## src/rtl/lef_pkg.sv

```systemverilog
package lef_pkg;

  typedef enum logic [1:0] {
    ST_PROMPT   = 2'd0,
    ST_WAIT_IN  = 2'd1,
    ST_ECHO     = 2'd2,
    ST_LINEFEED = 2'd3
  } lefState_t;

  typedef struct packed {
    logic capture;
    logic selPrompt;
    logic selEcho;
    logic selLf;
  } lefStrobes_t;

endpackage

```

## src/rtl/lef_ctrl.sv

```systemverilog
module lef_ctrl
  import lef_pkg::*;
(
  input  logic        clk,
  input  logic        rst,
  input  logic        inValid,
  input  logic        outReady,
  input  logic        heldIsCr,
  output logic        inReady,
  output logic        outValid,
  output lefStrobes_t strobes
);

  lefState_t stateQ, stateD;

  always_ff @(posedge clk) begin
    if (rst) stateQ <= ST_PROMPT;
    else     stateQ <= stateD;
  end

  always_comb begin
    stateD = stateQ;
    unique case (stateQ)
      ST_PROMPT:   if (outReady) stateD = ST_WAIT_IN;
      ST_WAIT_IN:  if (inValid)  stateD = ST_ECHO;
      ST_ECHO:     if (outReady) stateD = heldIsCr ? ST_LINEFEED : ST_WAIT_IN;
      ST_LINEFEED: if (outReady) stateD = ST_PROMPT;
      default:     stateD = ST_PROMPT;
    endcase
  end

  always_comb begin
    inReady           = (stateQ == ST_WAIT_IN);
    outValid          = (stateQ != ST_WAIT_IN);
    strobes.capture   = inReady && inValid;
    strobes.selPrompt = (stateQ == ST_PROMPT);
    strobes.selEcho   = (stateQ == ST_ECHO);
    strobes.selLf     = (stateQ == ST_LINEFEED);
  end

  // one accepted byte closes the input until its echo is out
  p_single_accept_r5: assert property (@(posedge clk) disable iff (rst)
    (inValid && inReady) |=> (!inReady && outValid));

  // a stalled output stays offered
  p_hold_valid_r6: assert property (@(posedge clk) disable iff (rst)
    (outValid && !outReady) |=> outValid);

endmodule

```

## src/rtl/lef_datapath.sv

```systemverilog
module lef_datapath
  import lef_pkg::*;
#(
  parameter int                 DATA_W      = 8,
  parameter logic [DATA_W-1:0]  PROMPT_CHAR = 8'h3E,
  parameter logic [DATA_W-1:0]  CR_CHAR     = 8'h0D,
  parameter logic [DATA_W-1:0]  LF_CHAR     = 8'h0A
) (
  input  logic              clk,
  input  logic              rst,
  input  lefStrobes_t       strobes,
  input  logic [DATA_W-1:0] inData,
  output logic [DATA_W-1:0] outData,
  output logic              heldIsCr
);

  logic [DATA_W-1:0] heldByte;

  always_ff @(posedge clk) begin
    if (rst)                  heldByte <= '0;
    else if (strobes.capture) heldByte <= inData;
  end

  assign heldIsCr = (heldByte == CR_CHAR);

  always_comb begin
    outData = heldByte;
    if (strobes.selPrompt) outData = PROMPT_CHAR;
    else if (strobes.selLf) outData = LF_CHAR;
  end

endmodule

```

## src/rtl/line_echo_fmt.sv

```systemverilog
module line_echo_fmt
  import lef_pkg::*;
#(
  parameter int                 DATA_W      = 8,
  parameter logic [DATA_W-1:0]  PROMPT_CHAR = 8'h3E,
  parameter logic [DATA_W-1:0]  CR_CHAR     = 8'h0D,
  parameter logic [DATA_W-1:0]  LF_CHAR     = 8'h0A
) (
  input  logic              clk,
  input  logic              rst,
  input  logic [DATA_W-1:0] inData,
  input  logic              inValid,
  output logic              inReady,
  output logic [DATA_W-1:0] outData,
  output logic              outValid,
  input  logic              outReady
);

  lefStrobes_t strobes;
  logic        heldIsCr;

  lef_ctrl u_ctrl (
    .clk      (clk),
    .rst      (rst),
    .inValid  (inValid),
    .outReady (outReady),
    .heldIsCr (heldIsCr),
    .inReady  (inReady),
    .outValid (outValid),
    .strobes  (strobes)
  );

  lef_datapath #(
    .DATA_W      (DATA_W),
    .PROMPT_CHAR (PROMPT_CHAR),
    .CR_CHAR     (CR_CHAR),
    .LF_CHAR     (LF_CHAR)
  ) u_dp (
    .clk      (clk),
    .rst      (rst),
    .strobes  (strobes),
    .inData   (inData),
    .outData  (outData),
    .heldIsCr (heldIsCr)
  );

  // first cycle out of reset offers the prompt
  p_reset_prompt_r7: assert property (@(posedge clk) disable iff (rst)
    $past(rst) |-> (outValid && outData == PROMPT_CHAR && !inReady));

  // the echo carries the byte taken on the handshake
  p_echo_value_r2: assert property (@(posedge clk) disable iff (rst)
    (inValid && inReady) |=> (outValid && outData == $past(inData)));

  // echoed CR is followed by LF
  p_lf_after_cr_r3: assert property (@(posedge clk) disable iff (rst)
    (strobes.selEcho && outReady && outData == CR_CHAR) |=>
      (outValid && outData == LF_CHAR));

  // the injected LF is followed by a prompt
  p_prompt_after_lf_r3: assert property (@(posedge clk) disable iff (rst)
    (strobes.selLf && outReady) |=> (outValid && outData == PROMPT_CHAR));

  // stalled data is held
  p_stable_data_r6: assert property (@(posedge clk) disable iff (rst)
    (outValid && !outReady) |=> $stable(outData));

endmodule

```

## config.mk

```make
export PLATFORM = sky130hd
export DESIGN_NAME = line_echo_fmt
export DESIGN_NICKNAME = d
export VERILOG_FILES = /design/src/rtl/lef_pkg.sv /design/src/rtl/lef_ctrl.sv /design/src/rtl/lef_datapath.sv /design/src/rtl/line_echo_fmt.sv
export SDC_FILE = /design/constraint.sdc
export NUM_CORES = 1
export LEC_CHECK = 0
export BUFFER_PORTS_ARGS = -buffer_cell sky130_fd_sc_hd__buf_2
export CAP_MARGIN = 20
export CORE_MARGIN = 2
export CORE_UTILIZATION = 39
export CTS_CLUSTER_SIZE = 28
export DETAILED_ROUTE_END_ITERATION = 10
export PLACE_DENSITY = 0.81
export SLEW_MARGIN = 20
export SYNTH_ARGS = -nofsm -noshare
export SYNTH_HDL_FRONTEND = slang
export SYNTH_SLANG_ARGS = --single-unit
```

## constraint.sdc

```tcl
create_clock -name clk -period 1.2 [get_ports clk]
set_clock_uncertainty 0.2 [all_clocks]
set_input_delay 0.24 -clock clk [delete_from_list [all_inputs] [get_ports clk]]
set_output_delay 0.24 -clock clk [all_outputs]
set_load 0.01 [all_outputs]
```

# Yosys cells after proc, flatten, opt, wreduce, memory -nomap -nowiden
# Index checks and enable logic that the tools add are counted.
# totals
word_cells	22
in_bits	12
regBits	10
# op_classes
eq_ne	9
n_mux	8
reduce_logical	3
# op_table
op	count
2-to-1 mux 8 bit	2
2-to-1 mux 2 bit	5
equality test 8 x 4 -> 1 bit (second input constant)	1
inequality test 2 bit (second input constant)	4
case mux 2 bit (4 select lines)	1
equality test 2 bit (second input constant)	2
AND reduction 4 bit	1
equality test 2 x 1 -> 1 bit (second input constant)	1
zero test 2 bit	1
inequality test 2 x 1 -> 1 bit (second input constant)	1
logical AND 1 bit	1

# Depth between registers and ports, before layout
# Gate-level depths: netlist of the first run.
# depth
depth_word	4
depth_mapped	5
ltp_nobuf	3

# Hierarchy
# A second synthesis of the first run with hierarchy kept.
# hier_totals
cells_unflattened	55
hier_area_um2	485.5
# modules_own_cells
mod	cells_per_inst	instances	area_per_inst_um2
lef_datapath	39	1	361.6
lef_ctrl	16	1	123.9

# Worst setup path after synthesis of the first run
# No wires, ideal clock.
# synth_timing
path_kind	register -> output
start	register u_ctrl.stateQ[0]
end	output outData[0]
arrival_ps	908
stages_incl_launch_ff	4
n_path_buf	1
path_slack_ps	-148
cell_sequence	dfxtp_1 > buf_2 > xor2_1 > and2_1
# synth_between
elab_chain_len	3
word_cells_on_any_way	4
# synth_lines
item	line	source
from (decl)	lef_ctrl.sv:14	lefState_t stateQ, stateD;
from (signal assigned)	lef_ctrl.sv:18	else stateQ <= stateD;
equality test 2 bit	lef_ctrl.sv:38	strobes.selLf = (stateQ == ST_LINEFEED);
2-to-1 mux 8 bit	lef_datapath.sv:29	else if (strobes.selLf) outData = LF_CHAR;
2-to-1 mux 8 bit (*)	lef_datapath.sv:28	if (strobes.selPrompt) outData = PROMPT_CHAR;
to (decl)	line_echo_fmt.sv:14	output logic [DATA_W-1:0] outData,
# Every way passes the cells marked *; elsewhere a longest branch is shown, timed or not.

# Worst setup path in the final report of the first run
# layout_timing
start	register u_ctrl.stateQ[1]
end	output outData[5]
# Same word-level chain as after synthesis.

==> report_table.html, run 1 <==
<table>
<tr><th>Metric</th><th>Value</th></tr>
<tr><th colspan="2">Outcome</th></tr>
<tr><td>Status</td><td>complete, but fails checks</td></tr>
<tr><td>Violations in the final reports</td><td>negative setup slack</td></tr>
<tr><th colspan="2">Place</th></tr>
<tr><td>Placed cells</td><td>91</td></tr>
<tr><td>Post-place instance area</td><td>677 µm²</td></tr>
<tr><td>Total of buffers placed on input and output ports</td><td>21</td></tr>
<tr><td>GPL Wtd Cong</td><td>0.760</td></tr>
<tr><td>Setup slack at placement</td><td>-0.172 ns</td></tr>
<tr><td>Half-perimeter wire length after placement</td><td>820 µm</td></tr>
<tr><th colspan="2">Route</th></tr>
<tr><td>First-pass DRT Iterations</td><td>4</td></tr>
<tr><td>Final routed wire length divided by cell count</td><td>12.2 µm</td></tr>
<tr><td>Routed via count divided by cell count</td><td>4.80</td></tr>
<tr><td>Final wirelength</td><td>1.22 mm</td></tr>
<tr><td>Via count of the routed design</td><td>480</td></tr>
<tr><td>Final antenna-violating net count</td><td>0</td></tr>
<tr><td>Number of design rule violations left after detail routing</td><td>0</td></tr>
<tr><td>DRC marker count from the first detailed-route iteration</td><td>6</td></tr>
<tr><th colspan="2">Logic synthesis</th></tr>
<tr><td>Post-Synthesis Cells</td><td>53</td></tr>
<tr><td>Number of warnings printed during yosys synthesis</td><td>0</td></tr>
<tr><td>Proportion of netlist area held by the largest area contributor</td><td>0.394</td></tr>
<tr><td>Commonest cells in the synthesized netlist</td><td>10 x sky130_fd_sc_hd__dfxtp_1, 10 x sky130_fd_sc_hd__nor2_1, 8 x sky130_fd_sc_hd__mux2i_1</td></tr>
<tr><td>Part of the Yosys area used for sequential elements</td><td>0.394</td></tr>
<tr><td>Post-Syn Area per Cell</td><td>9.58 µm²</td></tr>
<tr><td>Largest area contributor in the netlist</td><td>sky130_fd_sc_hd__dfxtp_1</td></tr>
<tr><td>FFs w/ async S/R, synth</td><td>0</td></tr>
<tr><td>Flip-flop and latch count after synthesis</td><td>10</td></tr>
<tr><td>Post-synth EDFFs</td><td>0</td></tr>
<tr><td>Synth Cell Area</td><td>508 µm²</td></tr>
<tr><td>Synthesized Nets</td><td>65</td></tr>
<tr><td>Prevailing post-synth register cell</td><td>sky130_fd_sc_hd__dfxtp_1</td></tr>
<tr><td>Count of different cell masters after synthesis</td><td>18</td></tr>
<tr><td>Top area cells in the synthesized netlist</td><td>sky130_fd_sc_hd__dfxtp_1 39%, sky130_fd_sc_hd__mux2i_1 16%, sky130_fd_sc_hd__nor2_1 7.4%</td></tr>
<tr><th colspan="2">Worst hold path</th></tr>
<tr><td>Path category of the worst min-delay check</td><td>in2reg</td></tr>
<tr><th colspan="2">GRT</th></tr>
<tr><td>Largest net degree at the start of global routing</td><td>7</td></tr>
<tr><td>Number of global-route vias before repair</td><td>473</td></tr>
<tr><td>Gr ovfl total</td><td>0</td></tr>
<tr><td>Global-route wire length before repair</td><td>1.96 mm</td></tr>
<tr><td>GR Util All Layers</td><td>0.193</td></tr>
<tr><td>Antenna violations before repair</td><td>0</td></tr>
<tr><th colspan="2">Setup path</th></tr>
<tr><td>End point of the critical path</td><td>outData[5]</td></tr>
<tr><td>Reg-to-Reg End</td><td>u_dp.heldByte[0]</td></tr>
<tr><td>Buf/Inv on CP</td><td>2</td></tr>
<tr><td>Crit-path leading delay family</td><td>flip-flops</td></tr>
<tr><td>CP max stage delay</td><td>0.40 ns</td></tr>
<tr><td>Slowest CP cell</td><td>sky130_fd_sc_hd__dfxtp_4</td></tr>
<tr><td>Top fanout value on the critical path</td><td>5</td></tr>
<tr><td>Endpoint type of the worst setup path</td><td>primary output</td></tr>
<tr><td>Data arrival time at the worst-slack endpoint</td><td>1.16 ns</td></tr>
<tr><td>Number of cell instances on the worst register-to-register path</td><td>6</td></tr>
<tr><td>Critical path cell sequence</td><td>inv_4, maj3_2, buf_6</td></tr>
<tr><td>Startpoint of the worst setup timing path</td><td>u_ctrl.stateQ[1]</td></tr>
<tr><td>Crit path launch type</td><td>register</td></tr>
<tr><td>Required time of the critical path</td><td>0.76 ns</td></tr>
<tr><td>Startpoint of the lowest-slack register-to-register path</td><td>u_ctrl.stateQ[0]</td></tr>
<tr><td>Worst-case register-to-register setup slack</td><td>-0.24 ns</td></tr>
<tr><td>Critical path start-end classification</td><td>reg2out</td></tr>
<tr><td>Number of cells on the critical path</td><td>3</td></tr>
<tr><th colspan="2">Die</th></tr>
<tr><td>Effective utilization at floorplan</td><td>0.406</td></tr>
<tr><td>Horizontal die dimension</td><td>40.1 µm</td></tr>
<tr><td>Standard cell core area</td><td>1250 µm²</td></tr>
<tr><td>Overall die height</td><td>40.1 µm</td></tr>
<tr><td>Count of pins on the block boundary</td><td>22</td></tr>
<tr><td>Cell row count</td><td>13</td></tr>
<tr><td>Die Outline Area</td><td>1610 µm²</td></tr>
<tr><th colspan="2">Cells and area</th></tr>
<tr><td>Count of nets after finishing</td><td>98</td></tr>
<tr><td>Filler-free cell count of the finished design</td><td>100</td></tr>
<tr><td>Fraction of final layout cells with drive strength greater than 1</td><td>0.588</td></tr>
<tr><td>Layout filler cell count</td><td>91</td></tr>
<tr><td>Post-route cell area</td><td>832 µm²</td></tr>
<tr><td>Area growth syn-to-layout</td><td>63.8%</td></tr>
<tr><td>Fraction of the core area covered by cells at the end of the flow</td><td>0.664</td></tr>
<tr><td>Number of diodes added for antenna fixing</td><td>0</td></tr>
<tr><th colspan="2">Pwr</th></tr>
<tr><td>Worst IR drop on VDD</td><td>0.000691 V</td></tr>
<tr><td>Overall power</td><td>904 µW</td></tr>
<tr><td>Power density cells</td><td>1090 nW/µm²</td></tr>
<tr><td>Leakage power of the design</td><td>0.458 nW</td></tr>
<tr><th colspan="2">Timing</th></tr>
<tr><td>Number of pins with negative max-slew slack in the final report</td><td>0</td></tr>
<tr><td>Period Utilization, post-route</td><td>1.33</td></tr>
<tr><td>Endpoints failing hold</td><td>0</td></tr>
<tr><td>Smallest hold slack</td><td>0.00439 ns</td></tr>
<tr><td>Time the worst path needs with I/O delays and setup</td><td>1.60 ns</td></tr>
<tr><td>Final setup violating endpoints</td><td>20</td></tr>
<tr><td>Worst path setup slack after routing</td><td>-0.397 ns</td></tr>
<tr><td>Unrepaired setup endpoints after global routing</td><td>true</td></tr>
<tr><td>Maximum achievable frequency</td><td>0.626 GHz</td></tr>
<tr><td>Slew at the pin closest to its max-slew limit</td><td>0.267 ns</td></tr>
<tr><td>Total Neg Setup Slack</td><td>-5.63 ns</td></tr>
<tr><td>Rel. slew slack</td><td>0.820</td></tr>
<tr><th colspan="2">CTS</th></tr>
<tr><td>CTS buffer count</td><td>3</td></tr>
<tr><td>Insertion delay of the later-clocked pin in the worst-skew pair</td><td>0.27 ns</td></tr>
<tr><td>CTS tree</td><td>built</td></tr>
<tr><td>Number of levels the H-tree was split into</td><td>1</td></tr>
<tr><td>Clock sink total</td><td>10</td></tr>
<tr><td>Library cell used as clock root buffer</td><td>sky130_fd_sc_hd__clkbuf_4</td></tr>
<tr><td>Clock-pin slew on the worst setup and hold paths</td><td>0.07 ns</td></tr>
<tr><td>Hold_buf cts</td><td>0</td></tr>
<tr><td>Maximum count of clock buffers along a single path</td><td>2</td></tr>
<tr><th colspan="2">Flow run</th></tr>
<tr><td>Max-cap check violation count</td><td>0</td></tr>
</table>
[routing by layer]
layer  GRT usage  routed length (µm)
met2       0.347                 676
met3      0.0500                  61
met5           0                   0
met4      0.0776                   0
met1       0.212                 485
[logic make-up after synthesis]
logic type | after synthesis | synth area share
xor gates and xnor gates | 1 | 0.0172
adders and majority gates | 3 | 0.0591
buffers and inverters | 6 | 0.0813
and+or+nand+nor | 22 | 0.234
DFF | 10 | 0.394
AOI/OAI and AO/OA | 3 | 0.0567
muxes | 8 | 0.158
[worst min-delay path: cells and delay by family]
family        cells  cell delay [ns]
mux               1             0.05
buf+inv           1             0.08
simple gates      1             0.07
[area by class of cell]
| type | count | area [µm²] | share of cell area |
|---|---|---|---|
| clock buffer | 4 | 36.3 | 0.0436 |
| sequential | 10 | 208 | 0.250 |
| tap | 15 | 18.8 | 0.0226 |
| timing repair buffer | 30 | 224 | 0.269 |
| inverter | 3 | 16.3 | 0.0195 |
| multi-input combinational | 38 | 329 | 0.395 |
[cell usage in the layout, fill, tap and decap left out, types with 2 or more instances in the layout]
cell type,instances
sky130_fd_sc_hd__nor2_1,10
sky130_fd_sc_hd__nand2b_1,3
sky130_fd_sc_hd__nand3b_4,2
sky130_fd_sc_hd__mux2i_1,8
sky130_fd_sc_hd__buf_6,9
sky130_fd_sc_hd__and2_4,3
sky130_fd_sc_hd__dfxtp_4,2
sky130_fd_sc_hd__maj3_2,3
sky130_fd_sc_hd__buf_2,14
sky130_fd_sc_hd__buf_4,7
sky130_fd_sc_hd__inv_4,2
sky130_fd_sc_hd__clkbuf_4,3
sky130_fd_sc_hd__dfxtp_1,8
[how the worst min path moves through the flow]
stage	startpoint	to	slack [ns]	depth (start not counted)
after global placement	inData[7]	u_dp.heldByte[7]	0.27	3
after detailed placement	inData[2]	u_dp.heldByte[2]	0.28	3
after floorplan	inData[0]	u_dp.heldByte[0]	0.18	2
after CTS	inData[2]	u_dp.heldByte[2]	0.004	3
after global routing	inData[0]	u_dp.heldByte[0]	0.02	3
final	inData[2]	u_dp.heldByte[2]	0.004	3
[registers in the layout, summed over array words and instances, names as in the netlist]
register       count
u_ctrl.stateQ      2
u_dp.heldByte      8
[where the power goes]
group          internal, mW  leakage [nW]  switching [mW]
clock                 0.184        0.0210           0.124
combinational         0.130         0.354          0.0987
sequential            0.347        0.0828          0.0201
total                 0.661         0.458           0.242
[repair_timing]
action,in CTS,in global routing
gates cloned,1,0
resized for setup,15,0
pin swaps,8,0
setup endpoints to repair,19,20
setup buffers,4,0
hold endpoints to repair,0,0
Power figures use the tool's default switching activity.
==> run 2: changes to the inputs <==
--- a/config.mk
+++ b/config.mk
@@ -12,6 +12,7 @@
 export CTS_CLUSTER_SIZE = 28
 export DETAILED_ROUTE_END_ITERATION = 10
 export PLACE_DENSITY = 0.81
+export SETUP_SLACK_MARGIN = 0.02
 export SLEW_MARGIN = 20
 export SYNTH_ARGS = -nofsm -noshare
 export SYNTH_HDL_FRONTEND = slang
==> constraint.sdc (replaced) <==
create_clock -name clk -period 1.2 [get_ports clk]
set_clock_uncertainty 0.2 [all_clocks]
set_input_delay 0.24 -clock clk [delete_from_list [all_inputs] [get_ports clk]]
set_output_delay 0.24 -clock clk [all_outputs]
set_load 0.1 [all_outputs]
==> run 2 against run 1 <==
Effect of this change: combinational power is 140% higher; critical path depth is 1 higher; non-clock buffer count is 4 higher; first-iteration DRC count is 33% lower; hold slack better by 0.018 ns; critical endpoint is now outData[3]; die area stayed put; maximum frequency is 6.4% lower; largest cell class unchanged; via count is 2.9% higher; the flow still finishes with violations (negative setup slack); setup slack worse by 0.11 ns.
==> report_table.html, run 2 (synthesized netlist as in run 1, its figures left out) <==
<table>
<tr><th>Metric</th><th>Value</th></tr>
<tr><th colspan="2">Outcome</th></tr>
<tr><td>Status</td><td>complete, but fails checks (unchanged)</td></tr>
<tr><td>Violations in the final reports</td><td>negative setup slack (unchanged)</td></tr>
<tr><th colspan="2">Route</th></tr>
<tr><td>Final antenna-violating net count</td><td>0 (unchanged)</td></tr>
<tr><td>Final wirelength</td><td>1.60 mm (was 1.22 mm)</td></tr>
<tr><td>First-pass DRT Iterations</td><td>3 (was 4)</td></tr>
<tr><td>Via count of the routed design</td><td>494 (was 480)</td></tr>
<tr><td>Routed via count divided by cell count</td><td>4.75 (was 4.80)</td></tr>
<tr><td>Final routed wire length divided by cell count</td><td>15.4 µm (was 12.2 µm)</td></tr>
<tr><td>DRC marker count from the first detailed-route iteration</td><td>4 (was 6)</td></tr>
<tr><td>Number of design rule violations left after detail routing</td><td>0 (unchanged)</td></tr>
<tr><th colspan="2">Setup path</th></tr>
<tr><td>Top fanout value on the critical path</td><td>5 (unchanged)</td></tr>
<tr><td>Critical path start-end classification</td><td>reg2out (unchanged)</td></tr>
<tr><td>Data arrival time at the worst-slack endpoint</td><td>1.27 ns (was 1.16 ns)</td></tr>
<tr><td>Crit path launch type</td><td>register (unchanged)</td></tr>
<tr><td>Required time of the critical path</td><td>0.76 ns (about the same)</td></tr>
<tr><td>Endpoint type of the worst setup path</td><td>primary output (unchanged)</td></tr>
<tr><td>Number of cell instances on the worst register-to-register path</td><td>5 (was 6)</td></tr>
<tr><th colspan="2">Timing</th></tr>
<tr><td>Time the worst path needs with I/O delays and setup</td><td>1.71 ns (was 1.60 ns)</td></tr>
<tr><td>Final setup violating endpoints</td><td>20 (unchanged)</td></tr>
<tr><td>Number of pins with negative max-slew slack in the final report</td><td>0 (unchanged)</td></tr>
<tr><td>Endpoints failing hold</td><td>0 (unchanged)</td></tr>
<tr><td>Period Utilization, post-route</td><td>1.42 (was 1.33)</td></tr>
<tr><td>Maximum achievable frequency</td><td>0.586 GHz (was 0.626 GHz)</td></tr>
<tr><td>Unrepaired setup endpoints after global routing</td><td>true (unchanged)</td></tr>
<tr><td>Slew at the pin closest to its max-slew limit</td><td>0.190 ns (was 0.267 ns)</td></tr>
<tr><td>Rel. slew slack</td><td>0.870 (was 0.820)</td></tr>
<tr><td>Worst path setup slack after routing</td><td>-0.507 ns (was -0.397 ns)</td></tr>
<tr><td>Total Neg Setup Slack</td><td>-6.45 ns (was -5.63 ns)</td></tr>
<tr><td>Smallest hold slack</td><td>0.0225 ns (was 0.00439 ns)</td></tr>
<tr><th colspan="2">Cells and area</th></tr>
<tr><td>Count of nets after finishing</td><td>102 (was 98)</td></tr>
<tr><td>Fraction of the core area covered by cells at the end of the flow</td><td>0.802 (was 0.664)</td></tr>
<tr><td>Commonest cells after routing, fill and taps aside</td><td>11 x sky130_fd_sc_hd__buf_2, 10 x sky130_fd_sc_hd__nor2_1, 10 x sky130_fd_sc_hd__buf_4 (was 14 x sky130_fd_sc_hd__buf_2, 10 x sky130_fd_sc_hd__nor2_1, 9 x sky130_fd_sc_hd__buf_6)</td></tr>
<tr><td>Layout filler cell count</td><td>64 (was 91)</td></tr>
<tr><td>Most common cell after layout, fill and taps aside</td><td>sky130_fd_sc_hd__buf_2 (unchanged)</td></tr>
<tr><td>Top flop regs</td><td>u_dp.heldByte (8), u_ctrl.stateQ (2) (unchanged)</td></tr>
<tr><td>Post-route cell area</td><td>1000 µm² (was 832 µm²)</td></tr>
<tr><td>Number of diodes added for antenna fixing</td><td>0 (unchanged)</td></tr>
<tr><td>Filler-free cell count of the finished design</td><td>104 (was 100)</td></tr>
<tr><td>Max FFs per register</td><td>8 (unchanged)</td></tr>
<tr><td>Fraction of final layout cells with drive strength greater than 1</td><td>0.640 (was 0.588)</td></tr>
<tr><td>Most flop-heavy register</td><td>u_dp.heldByte (unchanged)</td></tr>
<tr><td>Area growth syn-to-layout</td><td>97.8% (was 63.8%)</td></tr>
<tr><th colspan="2">Place</th></tr>
<tr><td>Placed cells</td><td>95 (was 91)</td></tr>
<tr><td>Setup slack at placement</td><td>-0.306 ns (was -0.172 ns)</td></tr>
<tr><td>GPL Wtd Cong</td><td>0.792 (was 0.760)</td></tr>
<tr><td>Half-perimeter wire length after placement</td><td>987 µm (was 820 µm)</td></tr>
<tr><td>Post-place instance area</td><td>850 µm² (was 677 µm²)</td></tr>
<tr><td>Total of buffers placed on input and output ports</td><td>21 (unchanged)</td></tr>
<tr><th colspan="2">GRT</th></tr>
<tr><td>Antenna violations before repair</td><td>0 (unchanged)</td></tr>
<tr><td>Busiest layer in global routing</td><td>met2 (unchanged)</td></tr>
<tr><td>Global Route met3 Usage</td><td>0.0833 (was 0.0500)</td></tr>
<tr><td>Global-route wire length before repair</td><td>2.36 mm (was 1.96 mm)</td></tr>
<tr><td>Largest net degree at the start of global routing</td><td>9 (was 7)</td></tr>
<tr><td>Met2 global-route usage</td><td>0.419 (was 0.347)</td></tr>
<tr><td>GR Util All Layers</td><td>0.240 (was 0.193)</td></tr>
<tr><td>Gr ovfl total</td><td>0 (unchanged)</td></tr>
<tr><td>Number of global-route vias before repair</td><td>545 (was 473)</td></tr>
<tr><td>Met1 Use GR</td><td>0.259 (was 0.212)</td></tr>
<tr><th colspan="2">Die</th></tr>
<tr><td>Standard cell core area</td><td>1250 µm² (unchanged)</td></tr>
<tr><td>Overall die height</td><td>40.1 µm (unchanged)</td></tr>
<tr><td>Cell row count</td><td>13 (unchanged)</td></tr>
<tr><td>Die Outline Area</td><td>1610 µm² (unchanged)</td></tr>
<tr><td>Horizontal die dimension</td><td>40.1 µm (unchanged)</td></tr>
<tr><td>Effective utilization at floorplan</td><td>0.406 (unchanged)</td></tr>
<tr><td>Count of pins on the block boundary</td><td>22 (unchanged)</td></tr>
<tr><th colspan="2">CTS</th></tr>
<tr><td>Maximum count of clock buffers along a single path</td><td>2 (unchanged)</td></tr>
<tr><td>CTS tree</td><td>built (unchanged)</td></tr>
<tr><td>CTS buffer count</td><td>3 (unchanged)</td></tr>
<tr><td>Library cell used as clock root buffer</td><td>sky130_fd_sc_hd__clkbuf_4 (unchanged)</td></tr>
<tr><td>Clock sink total</td><td>10 (unchanged)</td></tr>
<tr><td>Insertion delay of the later-clocked pin in the worst-skew pair</td><td>0.26 ns (was 0.27 ns)</td></tr>
<tr><td>Number of levels the H-tree was split into</td><td>1 (unchanged)</td></tr>
<tr><td>Clock-pin slew on the worst setup and hold paths</td><td>0.07 ns (about the same)</td></tr>
<tr><th colspan="2">Pwr</th></tr>
<tr><td>Leakage power of the design</td><td>0.507 nW (was 0.458 nW)</td></tr>
<tr><td>Overall power</td><td>1.18 mW (was 904 µW)</td></tr>
<tr><td>Power density cells</td><td>1170 nW/µm² (was 1090 nW/µm²)</td></tr>
<tr><td>Worst IR drop on VDD</td><td>0.000950 V (was 0.000691 V)</td></tr>
<tr><th colspan="2">Flow run</th></tr>
<tr><td>Max-cap check violation count</td><td>0 (unchanged)</td></tr>
<tr><th colspan="2">Worst hold path</th></tr>
<tr><td>Worst Hold Depth</td><td>3 (unchanged)</td></tr>
<tr><td>Path category of the worst min-delay check</td><td>in2reg (unchanged)</td></tr>
</table>
[run 2: cell types whose count changed in the layout (fill, tap and decap cells not counted), moves of 3 or more]
| cell | change |
|---|---|
| sky130_fd_sc_hd__nand2b_1 | -3 |
| sky130_fd_sc_hd__buf_12 | +9 |
| sky130_fd_sc_hd__buf_2 | -3 |
| sky130_fd_sc_hd__nand2b_4 | +3 |
| sky130_fd_sc_hd__buf_6 | -6 |
| sky130_fd_sc_hd__buf_4 | +3 |
[run 2: final timing paths]
| check | startpoint | end | slack (ns) |
|---|---|---|---|
| max reg2reg | u_ctrl.stateQ[1] | u_dp.heldByte[7] | -0.24 |
| min | inData[1] | u_dp.heldByte[1] | 0.02 |
| min reg2reg | u_dp.heldByte[6] | u_dp.heldByte[6] | 0.33 |
| max | u_ctrl.stateQ[1] | outData[3] | -0.51 |
[run 2: cell type report]
class | instances | area (µm²) | share of cell area
multi-input cells | 38 | 375 | 0.374
repair buffers | 34 | 354 | 0.352
flip-flops and latches | 10 | 208 | 0.207
clock buffers | 4 | 26.3 | 0.0262
inverters | 3 | 22.5 | 0.0224
well taps | 15 | 18.8 | 0.0187
[run 2: report_power, final]
| group | internal [mW] | switching [mW] | leakage (nW) |
|---|---|---|---|
| logic | 0.222 | 0.337 | 0.409 |
| registers | 0.347 | 0.0223 | 0.0828 |
| clock network | 0.128 | 0.121 | 0.0150 |
| total | 0.698 | 0.481 | 0.507 |
[run 2: metal layers]
| metal | wire [µm] | part of all wire |
|---|---|---|
| met5 | 0 | 0 |
| met4 | 0 | 0 |
| met3 | 62 | 0.039 |
| met2 | 818 | 0.51 |
| met1 | 722 | 0.45 |
[run 2: critical path, cell delays in order (launching register included)]
cell and delay [ns]:
sky130_fd_sc_hd__dfxtp_4 0.41, sky130_fd_sc_hd__xor2_4 0.22, sky130_fd_sc_hd__buf_4 0.15, sky130_fd_sc_hd__nand2b_4 0.05, sky130_fd_sc_hd__buf_12 0.16
[run 2: what timing repair did]
item                                    4_1_cts  5_1_grt
hold buffers                                  1        0
cloned                                        1        0
resized for setup                            16        4
pin swaps                                     6        6
endpoints found under the hold margin         1        0
buffers inserted                              2        2
endpoints found under the setup margin       19       20
==> run 3: changes to the inputs <==
--- a/config.mk
+++ b/config.mk
@@ -7,11 +7,13 @@
 export LEC_CHECK = 0
 export BUFFER_PORTS_ARGS = -buffer_cell sky130_fd_sc_hd__buf_2
 export CAP_MARGIN = 20
+export CELL_PAD_IN_SITES_DETAIL_PLACEMENT = 0
+export CELL_PAD_IN_SITES_GLOBAL_PLACEMENT = 1
 export CORE_MARGIN = 2
-export CORE_UTILIZATION = 39
+export CORE_UTILIZATION = 29
 export CTS_CLUSTER_SIZE = 28
 export DETAILED_ROUTE_END_ITERATION = 10
-export PLACE_DENSITY = 0.81
+export PLACE_DENSITY = 0.82
 export SETUP_SLACK_MARGIN = 0.02
 export SLEW_MARGIN = 20
 export SYNTH_ARGS = -nofsm -noshare
==> run 3 against run 2 <==
Effect of this change: the run ends with negative hold slack, negative setup slack left; cell area rose by 6.7%; sequential share of layout area down 1.5 points; utilization is 17 points lower; critical path depth increased by 1.
==> report_table.html, run 3 (synthesized netlist as in run 1, its figures left out) <==
<table>
<tr><th>Metric</th><th>Value</th></tr>
<tr><th colspan="2">GRT</th></tr>
<tr><td>Busiest layer in global routing</td><td>met2 (unchanged)</td></tr>
<tr><td>Gr ovfl total</td><td>0 (unchanged)</td></tr>
<tr><td>Antenna violations before repair</td><td>0 (unchanged)</td></tr>
<tr><td>Number of global-route vias before repair</td><td>483 (was 545)</td></tr>
<tr><td>Met1 Use GR</td><td>0.163 (was 0.259)</td></tr>
<tr><td>GR Util All Layers</td><td>0.160 (was 0.240)</td></tr>
<tr><td>Global-route wire length before repair</td><td>2.17 mm (was 2.36 mm)</td></tr>
<tr><td>Largest net degree at the start of global routing</td><td>9 (unchanged)</td></tr>
<tr><td>Global Route met3 Usage</td><td>0.0595 (was 0.0833)</td></tr>
<tr><td>Met2 global-route usage</td><td>0.261 (was 0.419)</td></tr>
<tr><th colspan="2">Cells and area</th></tr>
<tr><td>Fraction of the core area covered by cells at the end of the flow</td><td>0.635 (was 0.802)</td></tr>
<tr><td>Most common cell after layout, fill and taps aside</td><td>sky130_fd_sc_hd__buf_12 (was sky130_fd_sc_hd__buf_2)</td></tr>
<tr><td>Most flop-heavy register</td><td>u_dp.heldByte (unchanged)</td></tr>
<tr><td>Fraction of final layout cells with drive strength greater than 1</td><td>0.644 (was 0.640)</td></tr>
<tr><td>Area growth syn-to-layout</td><td>111% (was 97.8%)</td></tr>
<tr><td>Top flop regs</td><td>u_dp.heldByte (8), u_ctrl.stateQ (2) (unchanged)</td></tr>
<tr><td>Filler-free cell count of the finished design</td><td>107 (was 104)</td></tr>
<tr><td>Commonest cells after routing, fill and taps aside</td><td>13 x sky130_fd_sc_hd__buf_12, 11 x sky130_fd_sc_hd__buf_2, 10 x sky130_fd_sc_hd__nor2_1 (was 11 x sky130_fd_sc_hd__buf_2, 10 x sky130_fd_sc_hd__nor2_1, 10 x sky130_fd_sc_hd__buf_4)</td></tr>
<tr><td>Layout filler cell count</td><td>134 (was 64)</td></tr>
<tr><td>Count of nets after finishing</td><td>103 (was 102)</td></tr>
<tr><td>Max FFs per register</td><td>8 (unchanged)</td></tr>
<tr><td>Number of diodes added for antenna fixing</td><td>0 (unchanged)</td></tr>
<tr><th colspan="2">Pwr</th></tr>
<tr><td>Worst IR drop on VDD</td><td>0.000613 V (was 0.000950 V)</td></tr>
<tr><td>Overall power</td><td>1.29 mW (was 1.18 mW)</td></tr>
<tr><td>Clock share of power</td><td>0.250 (was 0.212)</td></tr>
<tr><td>Combinational share of power</td><td>0.466 (was 0.475)</td></tr>
<tr><td>Leakage power of the design</td><td>0.536 nW (was 0.507 nW)</td></tr>
<tr><td>Switching pwr</td><td>495 µW (was 481 µW)</td></tr>
<tr><td>Power share of the sequential group</td><td>0.284 (was 0.313)</td></tr>
<tr><td>Cell-internal power</td><td>791 µW (was 698 µW)</td></tr>
<tr><td>Power density cells</td><td>1200 nW/µm² (was 1170 nW/µm²)</td></tr>
<tr><td>Fraction of power spent switching nets</td><td>0.385 (was 0.408)</td></tr>
<tr><th colspan="2">CTS</th></tr>
<tr><td>Clock sink total</td><td>10 (unchanged)</td></tr>
<tr><td>Clock-pin slew on the worst setup and hold paths</td><td>0.07 ns (about the same)</td></tr>
<tr><td>Number of levels the H-tree was split into</td><td>1 (unchanged)</td></tr>
<tr><td>Insertion delay of the later-clocked pin in the worst-skew pair</td><td>0.28 ns (was 0.26 ns)</td></tr>
<tr><td>Library cell used as clock root buffer</td><td>sky130_fd_sc_hd__clkbuf_4 (unchanged)</td></tr>
<tr><td>CTS buffer count</td><td>3 (unchanged)</td></tr>
<tr><td>Maximum count of clock buffers along a single path</td><td>2 (unchanged)</td></tr>
<tr><td>CTS tree</td><td>built (unchanged)</td></tr>
<tr><th colspan="2">Setup path</th></tr>
<tr><td>Startpoint of the worst setup timing path</td><td>u_ctrl.stateQ[0] (was u_ctrl.stateQ[1])</td></tr>
<tr><td>Startpoint of the lowest-slack register-to-register path</td><td>u_ctrl.stateQ[0] (was u_ctrl.stateQ[1])</td></tr>
<tr><td>Worst-case register-to-register setup slack</td><td>-0.35 ns (was -0.24 ns)</td></tr>
<tr><td>Endpoint type of the worst setup path</td><td>primary output (unchanged)</td></tr>
<tr><td>Critical path cell sequence</td><td>buf_12, xor2_4, buf_12, nand2b_4, buf_12 (was xor2_4, buf_4, nand2b_4, buf_12)</td></tr>
<tr><td>Number of cell instances on the worst register-to-register path</td><td>7 (was 5)</td></tr>
<tr><td>End point of the critical path</td><td>outData[1] (was outData[3])</td></tr>
<tr><td>Critical path start-end classification</td><td>reg2out (unchanged)</td></tr>
<tr><td>Slowest CP cell</td><td>sky130_fd_sc_hd__dfxtp_2 (was sky130_fd_sc_hd__dfxtp_4)</td></tr>
<tr><td>Cell repeated most along the worst path</td><td>sky130_fd_sc_hd__buf_12</td></tr>
<tr><td>CP max stage delay</td><td>0.34 ns (was 0.41 ns)</td></tr>
<tr><td>Top fanout value on the critical path</td><td>4 (was 5)</td></tr>
<tr><td>Crit path launch type</td><td>register (unchanged)</td></tr>
<tr><td>Data arrival time at the worst-slack endpoint</td><td>1.33 ns (was 1.27 ns)</td></tr>
<tr><td>Reg-to-Reg End</td><td>u_ctrl.stateQ[1] (was u_dp.heldByte[7])</td></tr>
<tr><td>Required time of the critical path</td><td>0.76 ns (about the same)</td></tr>
<tr><th colspan="2">Die</th></tr>
<tr><td>Overall die height</td><td>45.9 µm (was 40.1 µm)</td></tr>
<tr><td>Effective utilization at floorplan</td><td>0.301 (was 0.406)</td></tr>
<tr><td>Die Outline Area</td><td>2100 µm² (was 1610 µm²)</td></tr>
<tr><td>Horizontal die dimension</td><td>45.9 µm (was 40.1 µm)</td></tr>
<tr><td>Standard cell core area</td><td>1690 µm² (was 1250 µm²)</td></tr>
<tr><td>Cell row count</td><td>15 (was 13)</td></tr>
<tr><td>Count of pins on the block boundary</td><td>22 (unchanged)</td></tr>
<tr><th colspan="2">Timing</th></tr>
<tr><td>Slew at the pin closest to its max-slew limit</td><td>0.239 ns (was 0.190 ns)</td></tr>
<tr><td>Rel. slew slack</td><td>0.839 (was 0.870)</td></tr>
<tr><td>Final setup violating endpoints</td><td>20 (unchanged)</td></tr>
<tr><td>Number of pins with negative max-slew slack in the final report</td><td>0 (unchanged)</td></tr>
<tr><td>Endpoints failing hold</td><td>3 (was 0)</td></tr>
<tr><td>Maximum achievable frequency</td><td>0.565 GHz (was 0.586 GHz)</td></tr>
<tr><td>Worst path setup slack after routing</td><td>-0.571 ns (was -0.507 ns)</td></tr>
<tr><td>Time the worst path needs with I/O delays and setup</td><td>1.77 ns (was 1.71 ns)</td></tr>
<tr><td>Period Utilization, post-route</td><td>1.48 (was 1.42)</td></tr>
<tr><td>Smallest hold slack</td><td>-0.00837 ns (was 0.0225 ns)</td></tr>
<tr><td>Unrepaired setup endpoints after global routing</td><td>true (unchanged)</td></tr>
<tr><th colspan="2">Route</th></tr>
<tr><td>Number of design rule violations left after detail routing</td><td>0 (unchanged)</td></tr>
<tr><td>Routed via count divided by cell count</td><td>4.83 (was 4.75)</td></tr>
<tr><td>Via count of the routed design</td><td>517 (was 494)</td></tr>
<tr><td>Final wirelength</td><td>1.42 mm (was 1.60 mm)</td></tr>
<tr><td>Final routed wire length divided by cell count</td><td>13.3 µm (was 15.4 µm)</td></tr>
<tr><td>DRC marker count from the first detailed-route iteration</td><td>1 (was 4)</td></tr>
<tr><td>Final antenna-violating net count</td><td>0 (unchanged)</td></tr>
<tr><td>First-pass DRT Iterations</td><td>4 (was 3)</td></tr>
<tr><th colspan="2">Place</th></tr>
<tr><td>Setup slack at placement</td><td>-0.273 ns (was -0.306 ns)</td></tr>
<tr><td>GPL Wtd Cong</td><td>0.682 (was 0.792)</td></tr>
<tr><td>Half-perimeter wire length after placement</td><td>936 µm (was 987 µm)</td></tr>
<tr><td>Placed cells</td><td>96 (was 95)</td></tr>
<tr><td>Total of buffers placed on input and output ports</td><td>21 (unchanged)</td></tr>
<tr><th colspan="2">Worst hold path</th></tr>
<tr><td>Path category of the worst min-delay check</td><td>in2reg (unchanged)</td></tr>
<tr><th colspan="2">Outcome</th></tr>
<tr><td>Status</td><td>complete, but fails checks (unchanged)</td></tr>
<tr><td>Violations in the final reports</td><td>negative hold slack, negative setup slack (was negative setup slack)</td></tr>
<tr><th colspan="2">Flow run</th></tr>
<tr><td>Max-cap check violation count</td><td>0 (unchanged)</td></tr>
</table>
-- run 3: worst max-delay path: cells and delay by family (launching register included) --
| family | cells | cell delay, ns |
|---|---|---|
| xor+xnor | 1 | 0.22 |
| flops | 1 | 0.34 |
| simple gates | 1 | 0.05 |
| buf+inv | 3 | 0.43 |
-- run 3: worst min path at each step --
stage	start	depth (start not counted)	endpoint	slack [ns]
finish	inData[0]	3	u_dp.heldByte[0]	-0.008
global route	inData[0]	3	u_dp.heldByte[0]	0.002
CTS	inData[0]	3	u_dp.heldByte[0]	0.0004
detailed placement	inData[4]	3	u_dp.heldByte[4]	0.29
global placement	inData[2]	3	u_dp.heldByte[2]	0.27
floorplan	inData[0]	2	u_dp.heldByte[0]	0.18
-- run 3: layer usage --
metal / up-vias / wire length (µm) / share of wire
li1: 254 / - / -
met1: 245 / 531 / 0.37
met2: 13 / 776 / 0.55
met3: 5 / 67 / 0.047
met4: 0 / 42 / 0.030
met5: - / 0 / 0
-- run 3: metrics by stage --
step,setup TNS (ns),instance area (µm²),hold WS (ns)
floorplan,-2.42,593,0.184
CTS,-6.52,1020,0.000430
detailed placement,-3.96,870,0.287
finish,-8.42,1070,-0.00837
global route,-9.41,1070,0.00170
global placement,-3.87,870,0.270
-- run 3: power by group through the flow --
stage                     clock, mW  sequential, mW  combinational, mW
after floorplan                   0           0.368              0.354
after global placement            0           0.372              0.499
after detailed placement          0           0.372              0.503
after CTS                     0.322           0.364              0.567
after global routing          0.337           0.367              0.621
final                         0.321           0.365              0.600
-- run 3: what timing repair did --
item | 4_1_cts | 5_1_grt
setup buffers | 2 | 2
gates cloned | 1 | 0
resized for setup | 14 | 9
endpoints found under the setup margin | 19 | 20
hold buffers | 2 | 0
endpoints found under the hold margin | 2 | 0
pin swaps | 5 | 8
-- run 3: layout make-up --
| cell class | instances | area [µm²] | area share |
|---|---|---|---|
| timing repair buffer | 35 | 414 | 0.386 |
| sequential | 10 | 205 | 0.191 |
| multi-input combinational | 38 | 375 | 0.350 |
| inverter | 3 | 20.0 | 0.0187 |
| clock buffer | 4 | 36.3 | 0.0338 |
| tap | 17 | 21.3 | 0.0198 |
